===== src/rtl/rs_pkg.sv =====
`timescale 1ns/1ps
package rs_pkg;
    parameter int TAG_W   = 3;
    parameter int DATA_W  = 16;
    parameter int OP_W    = 4;
    parameter int NUM_ENT = 5;
    parameter int NUM_CLS = 4;
    localparam int CLS_W  = $clog2(NUM_CLS);

    typedef logic [TAG_W-1:0]  tag_t;
    typedef logic [DATA_W-1:0] data_t;
    typedef logic [OP_W-1:0]   op_t;

    // class codes; a slot's class fixes which unit it feeds
    localparam int CLS_ALU   = 0;
    localparam int CLS_LOAD  = 1;
    localparam int CLS_STORE = 2;
    localparam int CLS_FP    = 3;

    typedef struct packed {
        logic  busy;
        op_t   op;
        tag_t  dest;
        tag_t  t1;
        tag_t  t2;
        data_t v1;
        data_t v2;
    } slot_t;

    function automatic int slot_class(int idx);
        case (idx)
            0:       return CLS_ALU;
            1:       return CLS_LOAD;
            2:       return CLS_STORE;
            default: return CLS_FP;
        endcase
    endfunction

    function automatic logic [NUM_ENT-1:0] class_mask(int cls);
        logic [NUM_ENT-1:0] m;
        m = '0;
        for (int i = 0; i < NUM_ENT; i++) begin
            m[i] = (slot_class(i) == cls);
        end
        return m;
    endfunction
endpackage


===== src/rtl/rs_pick.sv =====
`timescale 1ns/1ps
module rs_pick #(
    parameter int W = 5
) (
    input  logic [W-1:0] req,
    output logic [W-1:0] gnt
);
    always_comb begin
        logic taken;
        taken = 1'b0;
        gnt   = '0;
        for (int i = 0; i < W; i++) begin
            if (req[i] && !taken) begin
                gnt[i] = 1'b1;
                taken  = 1'b1;
            end
        end
    end
endmodule


===== src/rtl/rs_entry.sv =====
`timescale 1ns/1ps
module rs_entry
    import rs_pkg::*;
(
    input  logic  clk,
    input  logic  rst_n,
    input  logic  flush,
    input  logic  alloc,
    input  op_t   a_op,
    input  tag_t  a_dest,
    input  tag_t  a_t1,
    input  data_t a_v1,
    input  tag_t  a_t2,
    input  data_t a_v2,
    input  logic  bc_valid,
    input  tag_t  bc_tag,
    input  data_t bc_value,
    input  logic  release_i,
    output logic  busy_o,
    output logic  ready_o,
    output op_t   op_o,
    output tag_t  dest_o,
    output data_t v1_o,
    output data_t v2_o
);
    slot_t slot_d, slot_q;

    always_comb begin
        slot_d = slot_q;
        if (slot_q.busy && bc_valid) begin
            if (slot_q.t1 != '0 && slot_q.t1 == bc_tag) begin
                slot_d.v1 = bc_value;
                slot_d.t1 = '0;
            end
            if (slot_q.t2 != '0 && slot_q.t2 == bc_tag) begin
                slot_d.v2 = bc_value;
                slot_d.t2 = '0;
            end
        end
        if (release_i) begin
            slot_d.busy = 1'b0;
        end
        if (alloc) begin
            slot_d.busy = 1'b1;
            slot_d.op   = a_op;
            slot_d.dest = a_dest;
            slot_d.t1   = a_t1;
            slot_d.v1   = a_v1;
            slot_d.t2   = a_t2;
            slot_d.v2   = a_v2;
        end
        if (flush) begin
            slot_d = '0;
        end
    end

    always_ff @(posedge clk or negedge rst_n) begin
        if (!rst_n) slot_q <= '0;
        else        slot_q <= slot_d;
    end

    assign busy_o  = slot_q.busy;
    assign ready_o = slot_q.busy && (slot_q.t1 == '0) && (slot_q.t2 == '0);
    assign op_o    = slot_q.op;
    assign dest_o  = slot_q.dest;
    assign v1_o    = slot_q.v1;
    assign v2_o    = slot_q.v2;
endmodule


===== src/rtl/rs_pool.sv =====
`timescale 1ns/1ps
module rs_pool
    import rs_pkg::*;
(
    input  logic                      clk,
    input  logic                      rst_n,
    input  logic                      flush,
    input  logic                      disp_valid,
    input  logic [CLS_W-1:0]          disp_class,
    input  logic [OP_W-1:0]           disp_op,
    input  logic [TAG_W-1:0]          disp_dest,
    input  logic [TAG_W-1:0]          disp_src1_tag,
    input  logic [DATA_W-1:0]         disp_src1_val,
    input  logic [TAG_W-1:0]          disp_src2_tag,
    input  logic [DATA_W-1:0]         disp_src2_val,
    input  logic                      bc_valid,
    input  logic [TAG_W-1:0]          bc_tag,
    input  logic [DATA_W-1:0]         bc_value,
    input  logic [NUM_CLS-1:0]        iss_grant,
    output logic [NUM_CLS-1:0]        cls_full,
    output logic [NUM_CLS-1:0]        iss_valid,
    output logic [NUM_CLS*OP_W-1:0]   iss_op,
    output logic [NUM_CLS*TAG_W-1:0]  iss_dest,
    output logic [NUM_CLS*DATA_W-1:0] iss_v1,
    output logic [NUM_CLS*DATA_W-1:0] iss_v2
);
    logic [NUM_ENT-1:0] busy_q, ready, alloc, release_e;
    logic [NUM_ENT-1:0] free_oh [NUM_CLS];
    logic [NUM_ENT-1:0] pick_oh [NUM_CLS];
    op_t   e_op   [NUM_ENT];
    tag_t  e_dest [NUM_ENT];
    data_t e_v1   [NUM_ENT];
    data_t e_v2   [NUM_ENT];

    // operands resolved against a same-cycle broadcast
    tag_t  r_t1, r_t2;
    data_t r_v1, r_v2;

    always_comb begin
        r_t1 = disp_src1_tag;
        r_v1 = disp_src1_val;
        r_t2 = disp_src2_tag;
        r_v2 = disp_src2_val;
        if (bc_valid && disp_src1_tag != '0 && disp_src1_tag == bc_tag) begin
            r_t1 = '0;
            r_v1 = bc_value;
        end
        if (bc_valid && disp_src2_tag != '0 && disp_src2_tag == bc_tag) begin
            r_t2 = '0;
            r_v2 = bc_value;
        end
    end

    for (genvar c = 0; c < NUM_CLS; c++) begin : g_cls
        localparam logic [NUM_ENT-1:0] MASK = class_mask(c);

        rs_pick #(.W(NUM_ENT)) u_free_pick (
            .req (~busy_q & MASK),
            .gnt (free_oh[c])
        );
        rs_pick #(.W(NUM_ENT)) u_ready_pick (
            .req (ready & MASK),
            .gnt (pick_oh[c])
        );

        assign cls_full[c]  = ((busy_q & MASK) == MASK);
        assign iss_valid[c] = |pick_oh[c];

        always_comb begin
            iss_op  [c*OP_W   +: OP_W]   = '0;
            iss_dest[c*TAG_W  +: TAG_W]  = '0;
            iss_v1  [c*DATA_W +: DATA_W] = '0;
            iss_v2  [c*DATA_W +: DATA_W] = '0;
            for (int e = 0; e < NUM_ENT; e++) begin
                if (pick_oh[c][e]) begin
                    iss_op  [c*OP_W   +: OP_W]   = e_op[e];
                    iss_dest[c*TAG_W  +: TAG_W]  = e_dest[e];
                    iss_v1  [c*DATA_W +: DATA_W] = e_v1[e];
                    iss_v2  [c*DATA_W +: DATA_W] = e_v2[e];
                end
            end
        end
    end

    for (genvar e = 0; e < NUM_ENT; e++) begin : g_ent
        localparam int EC = slot_class(e);

        assign alloc[e] = disp_valid && !flush
                       && (disp_class == CLS_W'(EC)) && free_oh[EC][e];
        assign release_e[e] = pick_oh[EC][e] && iss_grant[EC];

        rs_entry u_entry (
            .clk       (clk),
            .rst_n     (rst_n),
            .flush     (flush),
            .alloc     (alloc[e]),
            .a_op      (disp_op),
            .a_dest    (disp_dest),
            .a_t1      (r_t1),
            .a_v1      (r_v1),
            .a_t2      (r_t2),
            .a_v2      (r_v2),
            .bc_valid  (bc_valid),
            .bc_tag    (bc_tag),
            .bc_value  (bc_value),
            .release_i (release_e[e]),
            .busy_o    (busy_q[e]),
            .ready_o   (ready[e]),
            .op_o      (e_op[e]),
            .dest_o    (e_dest[e]),
            .v1_o      (e_v1[e]),
            .v2_o      (e_v2[e])
        );
    end
endmodule


===== config.mk =====
export PLATFORM = sky130hd
export DESIGN_NAME = rs_pool
export DESIGN_NICKNAME = d
export VERILOG_FILES = /design/src/rtl/rs_pkg.sv /design/src/rtl/rs_pick.sv /design/src/rtl/rs_entry.sv /design/src/rtl/rs_pool.sv
export SDC_FILE = /design/constraint.sdc
export NUM_CORES = 1
export LEC_CHECK = 0
export BUFFER_PORTS_ARGS = -buffer_cell sky130_fd_sc_hd__buf_2
export CAP_MARGIN = 20
export CORE_ASPECT_RATIO = 1.75
export CORE_MARGIN = 4
export CORE_UTILIZATION = 35
export CTS_CLUSTER_DIAMETER = 200
export DETAILED_ROUTE_END_ITERATION = 6
export PLACE_DENSITY = 0.59
export SLEW_MARGIN = 20
export SYNTH_ARGS = -nofsm -noshare
export SYNTH_HDL_FRONTEND = slang
export SYNTH_SLANG_ARGS = --single-unit

===== constraint.sdc =====
create_clock -name clk -period 2.89 [get_ports clk]
set_input_delay 0.1445 -clock clk [delete_from_list [all_inputs] [get_ports clk]]
set_output_delay 0.1445 -clock clk [all_outputs]
set_load 0.01 [all_outputs]

==> impl_metrics.prom, run 1 <==
# TYPE chip_impl_metric gauge
chip_impl_info{name="status",value="finished, final reports clean"} 1
chip_impl_metric{name="cts-buffers-inserted",unit=""} 24
chip_impl_metric{name="route.detailed.drc",unit=""} 0
chip_impl_info{name="synth.most_common_cell",value="sky130_fd_sc_hd__dfrtp_1"} 1
chip_impl_metric{name="clockBufferDepth",unit=""} 3
chip_impl_metric{name="maximum_number_of_pins_on_one_net_before_global_route_repair",unit=""} 74
chip_impl_metric{name="regArea",unit="um2"} 5760
chip_impl_metric{name="number_of_warning_messages_in_the_yosys_log",unit=""} 0
chip_impl_metric{name="grt_util_all_layers",unit=""} 0.239
chip_impl_metric{name="drt_pass_1_iters",unit=""} 5
chip_impl_metric{name="die_w",unit="um"} 148
chip_impl_metric{name="crit_path_max_fanout",unit=""} 31
chip_impl_info{name="clk_tree_root_cell",value="sky130_fd_sc_hd__clkbuf_16"} 1
chip_impl_info{name="yosys.area.top_type",value="sky130_fd_sc_hd__dfrtp_1"} 1
chip_impl_metric{name="initialDrtViolationCount",unit=""} 494
chip_impl_metric{name="synth-edff-count",unit=""} 0
chip_impl_metric{name="buffer_ports.inserted",unit=""} 238
chip_impl_metric{name="setup_viol",unit=""} 0
chip_impl_metric{name="multiInputGateArea",unit="um2"} 5680
chip_impl_metric{name="vias",unit=""} 10300
chip_impl_metric{name="required",unit="ps"} 2750
chip_impl_metric{name="post_cts_setup_buffers",unit=""} 0
chip_impl_metric{name="finalWeightedCongestion",unit=""} 0.865
chip_impl_metric{name="sequential_cell_area_fraction_in_the_yosys_report",unit=""} 0.476
chip_impl_metric{name="worst_slew_margin_rel",unit=""} 0.427
chip_impl_metric{name="n_fill_cell",unit=""} 3312
chip_impl_info{name="startpoint_type",value="register"} 1
chip_impl_metric{name="dieArea",unit="um2"} 37700
chip_impl_info{name="largest_cells_by_area_after_synthesis",value="sky130_fd_sc_hd__dfrtp_1, sky130_fd_sc_hd__mux2i_1, sky130_fd_sc_hd__o22ai_1"} 1
chip_impl_metric{name="worst_margin_slew",unit="ps"} 853
chip_impl_info{name="synth.top_cells.by_count",value="sky130_fd_sc_hd__dfrtp_1, sky130_fd_sc_hd__mux2i_1, sky130_fd_sc_hd__o22ai_1"} 1
chip_impl_metric{name="boundaryPins",unit=""} 239
chip_impl_metric{name="fin_crit_sh",unit=""} 0.944
chip_impl_metric{name="placeableCoreArea",unit="um2"} 34000
chip_impl_metric{name="final-max-slew-violation-count",unit=""} 0
chip_impl_metric{name="insertion_delay",unit="ps"} 540
chip_impl_metric{name="cp.arrival",unit="ps"} 2580
chip_impl_metric{name="syn-instance-count",unit=""} 1172
chip_impl_metric{name="report.final.hold_viol_count",unit=""} 0
chip_impl_metric{name="number_of_nets_in_the_layout",unit=""} 1451
chip_impl_metric{name="first_pass_grt_wire_length",unit="mm"} 68.5
chip_impl_metric{name="grt_antenna_before_repair",unit=""} 6
chip_impl_metric{name="syn_avg_cell_area",unit="um2"} 10.3
chip_impl_metric{name="number_of_vias_per_cell",unit=""} 5.55
chip_impl_metric{name="async_flop_share",unit=""} 1.00
chip_impl_info{name="end_kind",value="output port"} 1
chip_impl_metric{name="power.ir.vdd_worst",unit="uV"} 499
chip_impl_metric{name="route.final.wire_length",unit="mm"} 45.6
chip_impl_metric{name="syn2layout_area_growth",unit="%"} 21.3
chip_impl_info{name="main_flop_type_after_synthesis",value="sky130_fd_sc_hd__dfrtp_1"} 1
chip_impl_metric{name="p_per_area",unit="nW/um2"} 513
chip_impl_info{name="rsz0062_at_grt",value="no"} 1
chip_impl_info{name="timing.setup.critical_path_class",value="register to output port"} 1
chip_impl_info{name="worstHoldStart",value="disp_valid"} 1
chip_impl_metric{name="initial_utilization",unit=""} 0.356
chip_impl_metric{name="min_period",unit="ps"} 2730
chip_impl_info{name="tritoncts_clock_tree",value="built"} 1
chip_impl_metric{name="die_height",unit="um"} 254
chip_impl_metric{name="synth_area",unit="um2"} 12100
chip_impl_metric{name="cell_rows",unit=""} 89
chip_impl_metric{name="yosys.cell_types.count",unit=""} 42
chip_impl_metric{name="worst_hold_slack",unit="ps"} 45.2
chip_impl_metric{name="htree_num_levels",unit=""} 1
chip_impl_metric{name="ant_nets",unit=""} 0
chip_impl_info{name="hold_class",value="input port to register"} 1
chip_impl_info{name="startpoint_of_the_most_critical_register_to_register_path",value="g_ent[1].u_entry.slot_q[37]$_DFFE_PN0P_"} 1
chip_impl_metric{name="drv_cap",unit=""} 0
chip_impl_metric{name="setup-tns-final",unit="ps"} 0
chip_impl_metric{name="via_count_of_the_first_global_routing_pass",unit=""} 10800
chip_impl_metric{name="drive_gt1_frac",unit=""} 0.256
chip_impl_metric{name="syn-num-nets",unit=""} 1247
chip_impl_metric{name="clock_sink_total",unit=""} 230
chip_impl_info{name="setup.worst_path.start",value="g_ent[3].u_entry.slot_q[33]$_DFFE_PN0P_"} 1
chip_impl_metric{name="route.detailed.wl_per_inst",unit="um"} 24.6
chip_impl_metric{name="detailed_placement_hpwl",unit="mm"} 31.6
chip_impl_metric{name="yosysTopAreaCellShare",unit=""} 0.476
chip_impl_metric{name="finClkSkew",unit="ps"} 20.5
chip_impl_metric{name="ys_ff_latch",unit=""} 230
chip_impl_metric{name="fmaxAchievable",unit="GHz"} 0.367
chip_impl_metric{name="global_route.overflow_total",unit=""} 0
chip_impl_metric{name="clkTransAtPathRegs",unit="ps"} 60
chip_impl_metric{name="static-leakage-power",unit="nW"} 7.77
chip_impl_metric{name="post_cts.resized_instances",unit=""} 0
-- report_power, final --
group	internal, W	leakage (nW)	switching, W
sequential	0.00332	3.18	0.0000773
combinational	0.000255	4.18	0.000537
clock	0.00199	0.413	0.00135
-- path summary, 6_finish.rpt --
| check | to | slack [ps] | cells after the start |
|---|---|---|---|
| min in group asynchronous | g_ent[2].u_entry.v1_o[9]$_DFFE_PN0P_ | 190 | 2 |
| max in group asynchronous | g_ent[1].u_entry.dest_o[1]$_DFFE_PN0P_ | 1870 | 3 |
| worst max-delay path | iss_v2[48] | 160 | 5 |
| worst max register to register | g_ent[1].u_entry.busy_o$_DFFE_PN0P_ | 880 | 5 |
| worst min-delay path | g_ent[0].u_entry.op_o[0]$_DFFE_PN0P_ | 50 | 5 |
| worst min register to register | g_ent[3].u_entry.dest_o[0]$_DFFE_PN0P_ | 500 | 2 |
-- cells in the final DEF, fill, tap and decap left out, drive strengths merged, types with 2 or more instances in the layout --
| cell type | Yosys | layout |
|---|---|---|
| nor2 | 17 | 17 |
| o2111ai | 2 | 2 |
| a22o | 39 | 39 |
| xnor2 | 5 | 5 |
| a2111oi | 8 | 8 |
| nand3 | 10 | 10 |
| dlygate4sd3 | 0 | 15 |
| xor2 | 19 | 19 |
| or3 | 2 | 2 |
| bufinv | 0 | 3 |
| nand2 | 132 | 132 |
| and3 | 5 | 5 |
| o21ai | 10 | 10 |
| mux2i | 192 | 192 |
| diode | 0 | 6 |
| nand2b | 7 | 7 |
| dfrtp | 230 | 230 |
| a21oi | 26 | 26 |
| inv | 10 | 10 |
| clkbuf | 69 | 34 |
| or3b | 2 | 2 |
| a31o | 5 | 5 |
| nor3 | 4 | 4 |
| and2 | 118 | 118 |
| buf | 55 | 287 |
| o22ai | 190 | 190 |
| a211oi | 3 | 3 |
| clkinv | 0 | 4 |
| or2 | 2 | 2 |
| nor4 | 5 | 5 |
-- repair_timing --
item,4_1_cts,5_1_grt
hold buffers,15,0
endpoints found under the hold margin,110,0
setup endpoints to repair,0,0
-- worst max-delay path, cell delays in order (launching register included) --
cell and delay (ps):
sky130_fd_sc_hd__dfrtp_1 420, sky130_fd_sc_hd__nor4_1 270, sky130_fd_sc_hd__and3_2 410, sky130_fd_sc_hd__buf_4 460, sky130_fd_sc_hd__a22o_1 310, sky130_fd_sc_hd__buf_2 160
-- metrics by stage --
| step | area, um2 | util | instances | worst slack (ps) | power [W] |
|---|---|---|---|---|---|
| floorplan | 12100 | - | 1172 | 1150 | 0.00384 |
| global placement | 13700 | 0.402 | 1790 | 673 | 0.00422 |
| detailed placement | 13700 | 0.402 | 1790 | 650 | 0.00424 |
| CTS | 14600 | 0.431 | 1847 | 174 | 0.00760 |
| global route | 14700 | 0.432 | 1853 | 54.5 | 0.00780 |
| finish | 14700 | 0.432 | 1853 | 162 | 0.00753 |
-- sequential cells by signal, summed over array words and instances (netlist names) --
| register | count |
|---|---|
| g_ent.u_entry.v1_o | 80 |
| g_ent.u_entry.v2_o | 80 |
| g_ent.u_entry.slot_q | 30 |
| g_ent.u_entry.dest_o | 15 |
| g_ent.u_entry.op_o | 20 |
| g_ent.u_entry.busy_o | 5 |
-- routing by layer --
layer,GRT usage,wire [um]
met2,0.435,24400
met1,0.272,16700
met4,0.133,2550
met3,0.0241,1980
met5,0,0
-- logic make-up after synthesis --
logic type      count (synthesis)  share of synthesized area
buf+inv                       134                     0.0598
flops                         230                      0.476
xor+xnor                       24                     0.0180
compound gates                284                      0.157
mux                           192                      0.159
simple gates                  308                      0.129
-- area by class of cell --
cell class,instances,share of cell area
clock buffer,34,0.0491
timing repair buffer,302,0.121
sequential,230,0.393
multi-input combinational,808,0.387
clock inverter,8,0.00802
inverter,10,0.00256
antenna,6,0.00102
tap,455,0.0388
(Power assumes the default switching activity.)
==> run 2: changes to the inputs <==
clock period = 3.3 ns   (was 2.89 ns; I/O delays follow)
==> impl_metrics.prom, run 2 (synthesis results as in run 1) <==
# TYPE chip_impl_metric gauge
chip_impl_metric{name="grt_util_all_layers",unit=""} 0.235
chip_impl_metric{name="global_route.overflow_total",unit=""} 0
chip_impl_metric{name="power.ir.vdd_worst",unit="uV"} 320
chip_impl_metric{name="min_period",unit="ps"} 2830
chip_impl_metric{name="finalWeightedCongestion",unit=""} 0.863
chip_impl_metric{name="drive_gt1_frac",unit=""} 0.254
chip_impl_metric{name="crit_path_max_fanout",unit=""} 26
chip_impl_metric{name="required",unit="ps"} 3130
chip_impl_metric{name="detailed_route_wire_length_on_metal_1",unit="mm"} 16.7
chip_impl_metric{name="cp.arrival",unit="ps"} 2660
chip_impl_metric{name="static-leakage-power",unit="nW"} 7.71
chip_impl_metric{name="n_fill_cell",unit=""} 3319
chip_impl_metric{name="cell_rows",unit=""} 89
chip_impl_metric{name="clockBufferDepth",unit=""} 3
chip_impl_info{name="layout.cells.most_common",value="sky130_fd_sc_hd__buf_2"} 1
chip_impl_metric{name="first_pass_grt_wire_length",unit="mm"} 67.4
chip_impl_metric{name="die_height",unit="um"} 254
chip_impl_metric{name="initial_utilization",unit=""} 0.356
chip_impl_metric{name="drv_cap",unit=""} 0
chip_impl_info{name="hold_class",value="input port to register"} 1
chip_impl_metric{name="worst_slew_margin_rel",unit=""} 0.374
chip_impl_info{name="clk_tree_root_cell",value="sky130_fd_sc_hd__clkbuf_16"} 1
chip_impl_info{name="startpoint_type",value="register"} 1
chip_impl_metric{name="route.detailed.wl_per_inst",unit="um"} 24.6
chip_impl_info{name="startpoint_of_the_most_critical_register_to_register_path",value="g_ent[0].u_entry.busy_o$_DFFE_PN0P_"} 1
chip_impl_info{name="rsz0062_at_grt",value="no"} 1
chip_impl_metric{name="htree_num_levels",unit=""} 1
chip_impl_metric{name="number_of_nets_in_the_layout",unit=""} 1443
chip_impl_metric{name="cts-buffers-inserted",unit=""} 24
chip_impl_info{name="status",value="finished, final reports clean"} 1
chip_impl_metric{name="clkTransAtPathRegs",unit="ps"} 70
chip_impl_metric{name="met3WireLength",unit="mm"} 2.47
chip_impl_metric{name="setup-tns-final",unit="ps"} 0
chip_impl_info{name="route.top_layer_used",value="met5"} 1
chip_impl_metric{name="post_cts_setup_buffers",unit=""} 0
chip_impl_metric{name="boundaryPins",unit=""} 239
chip_impl_metric{name="dieArea",unit="um2"} 37700
chip_impl_metric{name="number_of_vias_per_cell",unit=""} 5.56
chip_impl_metric{name="placeableCoreArea",unit="um2"} 34000
chip_impl_metric{name="die_w",unit="um"} 148
chip_impl_metric{name="reg2reg_setup_slack",unit="ps"} 1250
chip_impl_info{name="tritoncts_clock_tree",value="built"} 1
chip_impl_metric{name="fmaxAchievable",unit="GHz"} 0.353
chip_impl_metric{name="p_per_area",unit="nW/um2"} 444
chip_impl_metric{name="layout.core_utilization",unit=""} 0.429
chip_impl_metric{name="grt_antenna_before_repair",unit=""} 8
chip_impl_info{name="setup.worst_path.start",value="g_ent[3].u_entry.slot_q[37]$_DFFE_PN0P_"} 1
chip_impl_metric{name="worst_margin_slew",unit="ps"} 939
chip_impl_metric{name="initialDrtViolationCount",unit=""} 757
chip_impl_metric{name="setup_viol",unit=""} 0
chip_impl_info{name="end_kind",value="output port"} 1
chip_impl_metric{name="syn2layout_area_growth",unit="%"} 20.5
chip_impl_metric{name="finClkSkew",unit="ps"} 18.3
chip_impl_metric{name="drt_pass_1_iters",unit=""} 5
chip_impl_metric{name="insertion_delay",unit="ps"} 550
chip_impl_info{name="timing.setup.critical_path_class",value="register to output port"} 1
chip_impl_metric{name="detailedPlace.worstSlack",unit="ps"} 856
chip_impl_info{name="mostFrequentLayoutCells",value="sky130_fd_sc_hd__buf_2, sky130_fd_sc_hd__dfrtp_1, sky130_fd_sc_hd__mux2i_1"} 1
chip_impl_info{name="crit_end",value="iss_v2[48]"} 1
chip_impl_metric{name="via_count_of_the_first_global_routing_pass",unit=""} 10400
chip_impl_metric{name="clock_sink_total",unit=""} 230
chip_impl_metric{name="route.detailed.drc",unit=""} 0
chip_impl_metric{name="layout_setup_ws",unit="ps"} 470
chip_impl_info{name="r2r-end",value="g_ent[0].u_entry.dest_o[0]$_DFFE_PN0P_"} 1
chip_impl_metric{name="ant_nets",unit=""} 0
chip_impl_metric{name="route.final.wire_length",unit="mm"} 45.4
chip_impl_metric{name="maximum_number_of_pins_on_one_net_before_global_route_repair",unit=""} 112
chip_impl_metric{name="rr_worst_depth",unit=""} 4
chip_impl_metric{name="detailed_placement_hpwl",unit="mm"} 31.3
chip_impl_metric{name="layout.cell_area.non_filler",unit="um2"} 14600
chip_impl_metric{name="placement.cell_area",unit="um2"} 13600
chip_impl_metric{name="vias",unit=""} 10300
chip_impl_metric{name="buffer_ports.inserted",unit=""} 238
chip_impl_metric{name="final-max-slew-violation-count",unit=""} 0
chip_impl_metric{name="report.final.hold_viol_count",unit=""} 0
chip_impl_metric{name="met2WireLength",unit="mm"} 24.3
chip_impl_metric{name="fin_crit_sh",unit=""} 0.858
[run 2: cell count changes in the layout (fill, tap and decap cells not counted), sizes merged]
cell	before	now
buf	287	279
bufinv	3	2
clkbuf	34	31
clkinv	4	10
diode	6	7
[run 2: cell type report]
type / instances / area [um2] / share of cell area
Tap cell: 455 / 569 / 0.0391
Multi-Input combinational cell: 808 / 5680 / 0.390
Clock buffer: 31 / 677 / 0.0465
Antenna cell: 7 / 17.5 / 0.00120
Timing Repair Buffer: 294 / 1700 / 0.116
Inverter: 10 / 37.5 / 0.00258
Clock inverter: 13 / 133 / 0.00911
Sequential cell: 230 / 5760 / 0.395
[run 2: worst max-delay path, cell delays in order (launching register included)]
cell	delay, ps
sky130_fd_sc_hd__dfrtp_1	410
sky130_fd_sc_hd__nor4_1	270
sky130_fd_sc_hd__and3_2	520
sky130_fd_sc_hd__buf_4	450
sky130_fd_sc_hd__a22o_1	300
sky130_fd_sc_hd__buf_2	160
[run 2: power by group]
part	total, W	switching (W)	internal (W)
sequential	0.00297	0.0000644	0.00290
combinational	0.000675	0.000463	0.000212
clock	0.00282	0.00121	0.00161
[run 2: per-layer routing]
metal	GRT usage	vias to the layer above
li1	-	4644
met1	0.273	5138
met2	0.425	401
met3	0.0278	83
met4	0.118	2
met5	0	-
[run 2: worst min-delay path by stage]
stage                       start                                endpoint  cells after the start
floorplan                   rst_n     g_ent[0].u_entry.busy_o$_DFFE_PN0P_                      0
global placement            rst_n    g_ent[4].u_entry.v1_o[7]$_DFFE_PN0P_                      1
detailed placement          rst_n    g_ent[4].u_entry.v1_o[7]$_DFFE_PN0P_                      1
CTS                 disp_class[1]    g_ent[0].u_entry.op_o[2]$_DFFE_PN0P_                      4
finish              disp_class[1]  g_ent[0].u_entry.dest_o[1]$_DFFE_PN0P_                      4
global route        disp_class[1]  g_ent[0].u_entry.dest_o[1]$_DFFE_PN0P_                      4
[run 2: timing repair]
action	4_1_cts	5_1_grt
gates resized for setup	0	0
hold endpoints to repair	146	0
hold buffers	15	0
[run 2: stage by stage]
stage	hold WS, ps	std cells	power, W
global route	43.2	1848	0.00669
floorplan	-131	1172	0.00336
CTS	7.29	1841	0.00651
global placement	294	1782	0.00368
detailed placement	295	1782	0.00369
finish	29.6	1848	0.00647
==> run 3: changes to the inputs <==
RECOVER_POWER = 50   (was default)
==> impl_metrics.prom, run 3 (synthesis results as in run 1) <==
# TYPE chip_impl_metric gauge
chip_impl_info{name="tritoncts_clock_tree",value="built"} 1
chip_impl_metric{name="numPlacedInstances",unit=""} 1782
chip_impl_metric{name="route.detailed.wl_per_inst",unit="um"} 24.6
chip_impl_metric{name="grt_antenna_before_repair",unit=""} 8
chip_impl_metric{name="static-leakage-power",unit="nW"} 7.66
chip_impl_metric{name="vias",unit=""} 10300
chip_impl_metric{name="number_of_vias_per_cell",unit=""} 5.58
chip_impl_metric{name="placeableCoreArea",unit="um2"} 34000
chip_impl_metric{name="clkTransAtPathRegs",unit="ps"} 60
chip_impl_metric{name="initial_utilization",unit=""} 0.356
chip_impl_metric{name="syn2layout_area_growth",unit="%"} 20.1
chip_impl_info{name="cpMaxStageDelayCell",value="sky130_fd_sc_hd__and3_2"} 1
chip_impl_info{name="route.top_layer_used",value="met5"} 1
chip_impl_metric{name="p_per_area",unit="nW/um2"} 445
chip_impl_metric{name="boundaryPins",unit=""} 239
chip_impl_info{name="end_kind",value="output port"} 1
chip_impl_metric{name="setup-tns-final",unit="ps"} 0
chip_impl_info{name="rsz0062_at_grt",value="no"} 1
chip_impl_info{name="status",value="finished, violations left"} 1
chip_impl_metric{name="detailed_route_wire_length_on_metal_1",unit="mm"} 16.6
chip_impl_metric{name="post_cts.resized_instances",unit=""} 0
chip_impl_metric{name="insertion_delay",unit="ps"} 550
chip_impl_info{name="hold_class",value="input port to register"} 1
chip_impl_info{name="mostFrequentLayoutCells",value="sky130_fd_sc_hd__buf_2, sky130_fd_sc_hd__dfrtp_1, sky130_fd_sc_hd__mux2i_1"} 1
chip_impl_metric{name="dieArea",unit="um2"} 37700
chip_impl_metric{name="setup_viol",unit=""} 0
chip_impl_metric{name="initialDrtViolationCount",unit=""} 692
chip_impl_metric{name="final-max-slew-violation-count",unit=""} 62
chip_impl_metric{name="required",unit="ps"} 3130
chip_impl_metric{name="route.detailed.drc",unit=""} 0
chip_impl_metric{name="drive_gt1_frac",unit=""} 0.247
chip_impl_info{name="critical-path-top-delay-family",value="simple AND/OR/NAND/NOR gates"} 1
chip_impl_metric{name="met2WireLength",unit="mm"} 24.1
chip_impl_metric{name="cp.arrival",unit="ps"} 2670
chip_impl_metric{name="reg2reg_setup_slack",unit="ps"} 900
chip_impl_metric{name="worst_margin_slew",unit="ps"} 1560
chip_impl_metric{name="layout.cell_area.non_filler",unit="um2"} 14500
chip_impl_metric{name="final-instance-count-excl-fill",unit=""} 1848
chip_impl_metric{name="drv_cap",unit=""} 2
chip_impl_metric{name="via_count_of_the_first_global_routing_pass",unit=""} 10400
chip_impl_metric{name="critPathBufInv",unit=""} 2
chip_impl_metric{name="die_w",unit="um"} 148
chip_impl_info{name="timing.setup.critical_path_class",value="register to output port"} 1
chip_impl_metric{name="report.final.hold_viol_count",unit=""} 0
chip_impl_info{name="failed_checks",value="capacitance limit, slew limit"} 1
chip_impl_metric{name="crit_path_max_fanout",unit=""} 26
chip_impl_metric{name="detailed_placement_hpwl",unit="mm"} 31.3
chip_impl_info{name="startpoint_type",value="register"} 1
chip_impl_metric{name="htree_num_levels",unit=""} 1
chip_impl_metric{name="layout.core_utilization",unit=""} 0.427
chip_impl_info{name="crit_path_cell_chain",value="nor4_1 > and3_2 > buf_4 > a22o_1 > buf_2"} 1
chip_impl_metric{name="die_height",unit="um"} 254
chip_impl_metric{name="worst_slew_margin_rel",unit=""} -0.0412
chip_impl_metric{name="min_period",unit="ps"} 2830
chip_impl_metric{name="ant_nets",unit=""} 0
chip_impl_metric{name="drt_pass_1_iters",unit=""} 5
chip_impl_metric{name="global_route.overflow_total",unit=""} 0
chip_impl_metric{name="maximum_number_of_pins_on_one_net_before_global_route_repair",unit=""} 112
chip_impl_metric{name="finalWeightedCongestion",unit=""} 0.863
chip_impl_metric{name="first_pass_grt_wire_length",unit="mm"} 67.4
chip_impl_metric{name="route.final.wire_length",unit="mm"} 45.5
chip_impl_metric{name="placement.cell_area",unit="um2"} 13600
chip_impl_metric{name="max_stage_delay",unit="ps"} 520
chip_impl_info{name="layout.cells.most_common",value="sky130_fd_sc_hd__buf_2"} 1
chip_impl_metric{name="finClkSkew",unit="ps"} 18.9
chip_impl_metric{name="buffer_ports.inserted",unit=""} 238
chip_impl_metric{name="clockBufferDepth",unit=""} 3
chip_impl_metric{name="fmaxAchievable",unit="GHz"} 0.353
chip_impl_metric{name="cts-buffers-inserted",unit=""} 24
chip_impl_metric{name="met3WireLength",unit="mm"} 2.58
chip_impl_info{name="clk_tree_root_cell",value="sky130_fd_sc_hd__clkbuf_16"} 1
chip_impl_metric{name="fin_crit_sh",unit=""} 0.858
chip_impl_metric{name="cell_rows",unit=""} 89
chip_impl_metric{name="power.ir.vdd_worst",unit="uV"} 320
chip_impl_metric{name="number_of_nets_in_the_layout",unit=""} 1443
chip_impl_metric{name="clock_sink_total",unit=""} 230
chip_impl_metric{name="grt_util_all_layers",unit=""} 0.235
-- run 3: worst paths after layout --
check                      cells after the start                                     from                                       to
hold reg to reg                                2   g_ent[4].u_entry.dest_o[1]$_DFFE_PN0P_   g_ent[4].u_entry.dest_o[1]$_DFFE_PN0P_
max in group asynchronous                      3                                    rst_n     g_ent[0].u_entry.v2_o[8]$_DFFE_PN0P_
min in group asynchronous                      2                                    rst_n     g_ent[4].u_entry.v1_o[7]$_DFFE_PN0P_
hold / removal                                 4                            disp_class[1]   g_ent[0].u_entry.dest_o[1]$_DFFE_PN0P_
setup / recovery                               5  g_ent[3].u_entry.slot_q[37]$_DFFE_PN0P_                               iss_v2[48]
setup reg to reg                               4      g_ent[1].u_entry.busy_o$_DFFE_PN0P_  g_ent[1].u_entry.slot_q[36]$_DFFE_PN0P_
-- run 3: what timing repair did --
item                                   CTS  global route
buffers inserted                         0             0
hold buffers                            15             0
endpoints found under the hold margin  146             0
-- run 3: stage by stage --
stage | total power, W | worst slack, ps | hold WS [ps]
after floorplan | 0.00336 | 1560 | -131
after global placement | 0.00368 | 851 | 294
after detailed placement | 0.00369 | 856 | 295
after CTS | 0.00651 | 468 | 7.29
after global routing | 0.00668 | 381 | 43.2
final | 0.00646 | 468 | 32.7
-- run 3: worst register-to-register path, cell delays in order, from the launching register on --
cell and delay (ps):
sky130_fd_sc_hd__dfrtp_1 510, sky130_fd_sc_hd__or3_2 530, sky130_fd_sc_hd__clkbuf_2 710, sky130_fd_sc_hd__nand2_1 360, sky130_fd_sc_hd__o22ai_1 110
-- run 3: per-layer routing --
metal | vias up | track usage
met4 | 2 | 0.118
li1 | 4641 | -
met5 | - | 0
met2 | 424 | 0.425
met1 | 5152 | 0.273
met3 | 89 | 0.0278
-- run 3: layout make-up --
class / count / area [um2]
fillers: 3332 / 19500
flip-flops and latches: 230 / 5760
multi-input cells: 808 / 5680
repair buffers: 294 / 1640
clock buffers: 31 / 677
well taps: 455 / 569
clock inverters: 13 / 133
inverters: 10 / 37.5
diodes: 7 / 17.5
-- run 3: power breakdown --
group / internal (W) / switching, W / total, W
clock: 0.00161 / 0.00121 / 0.00282
combinational: 0.000207 / 0.000462 / 0.000668
sequential: 0.00291 / 0.0000646 / 0.00297
total: 0.00472 / 0.00173 / 0.00646
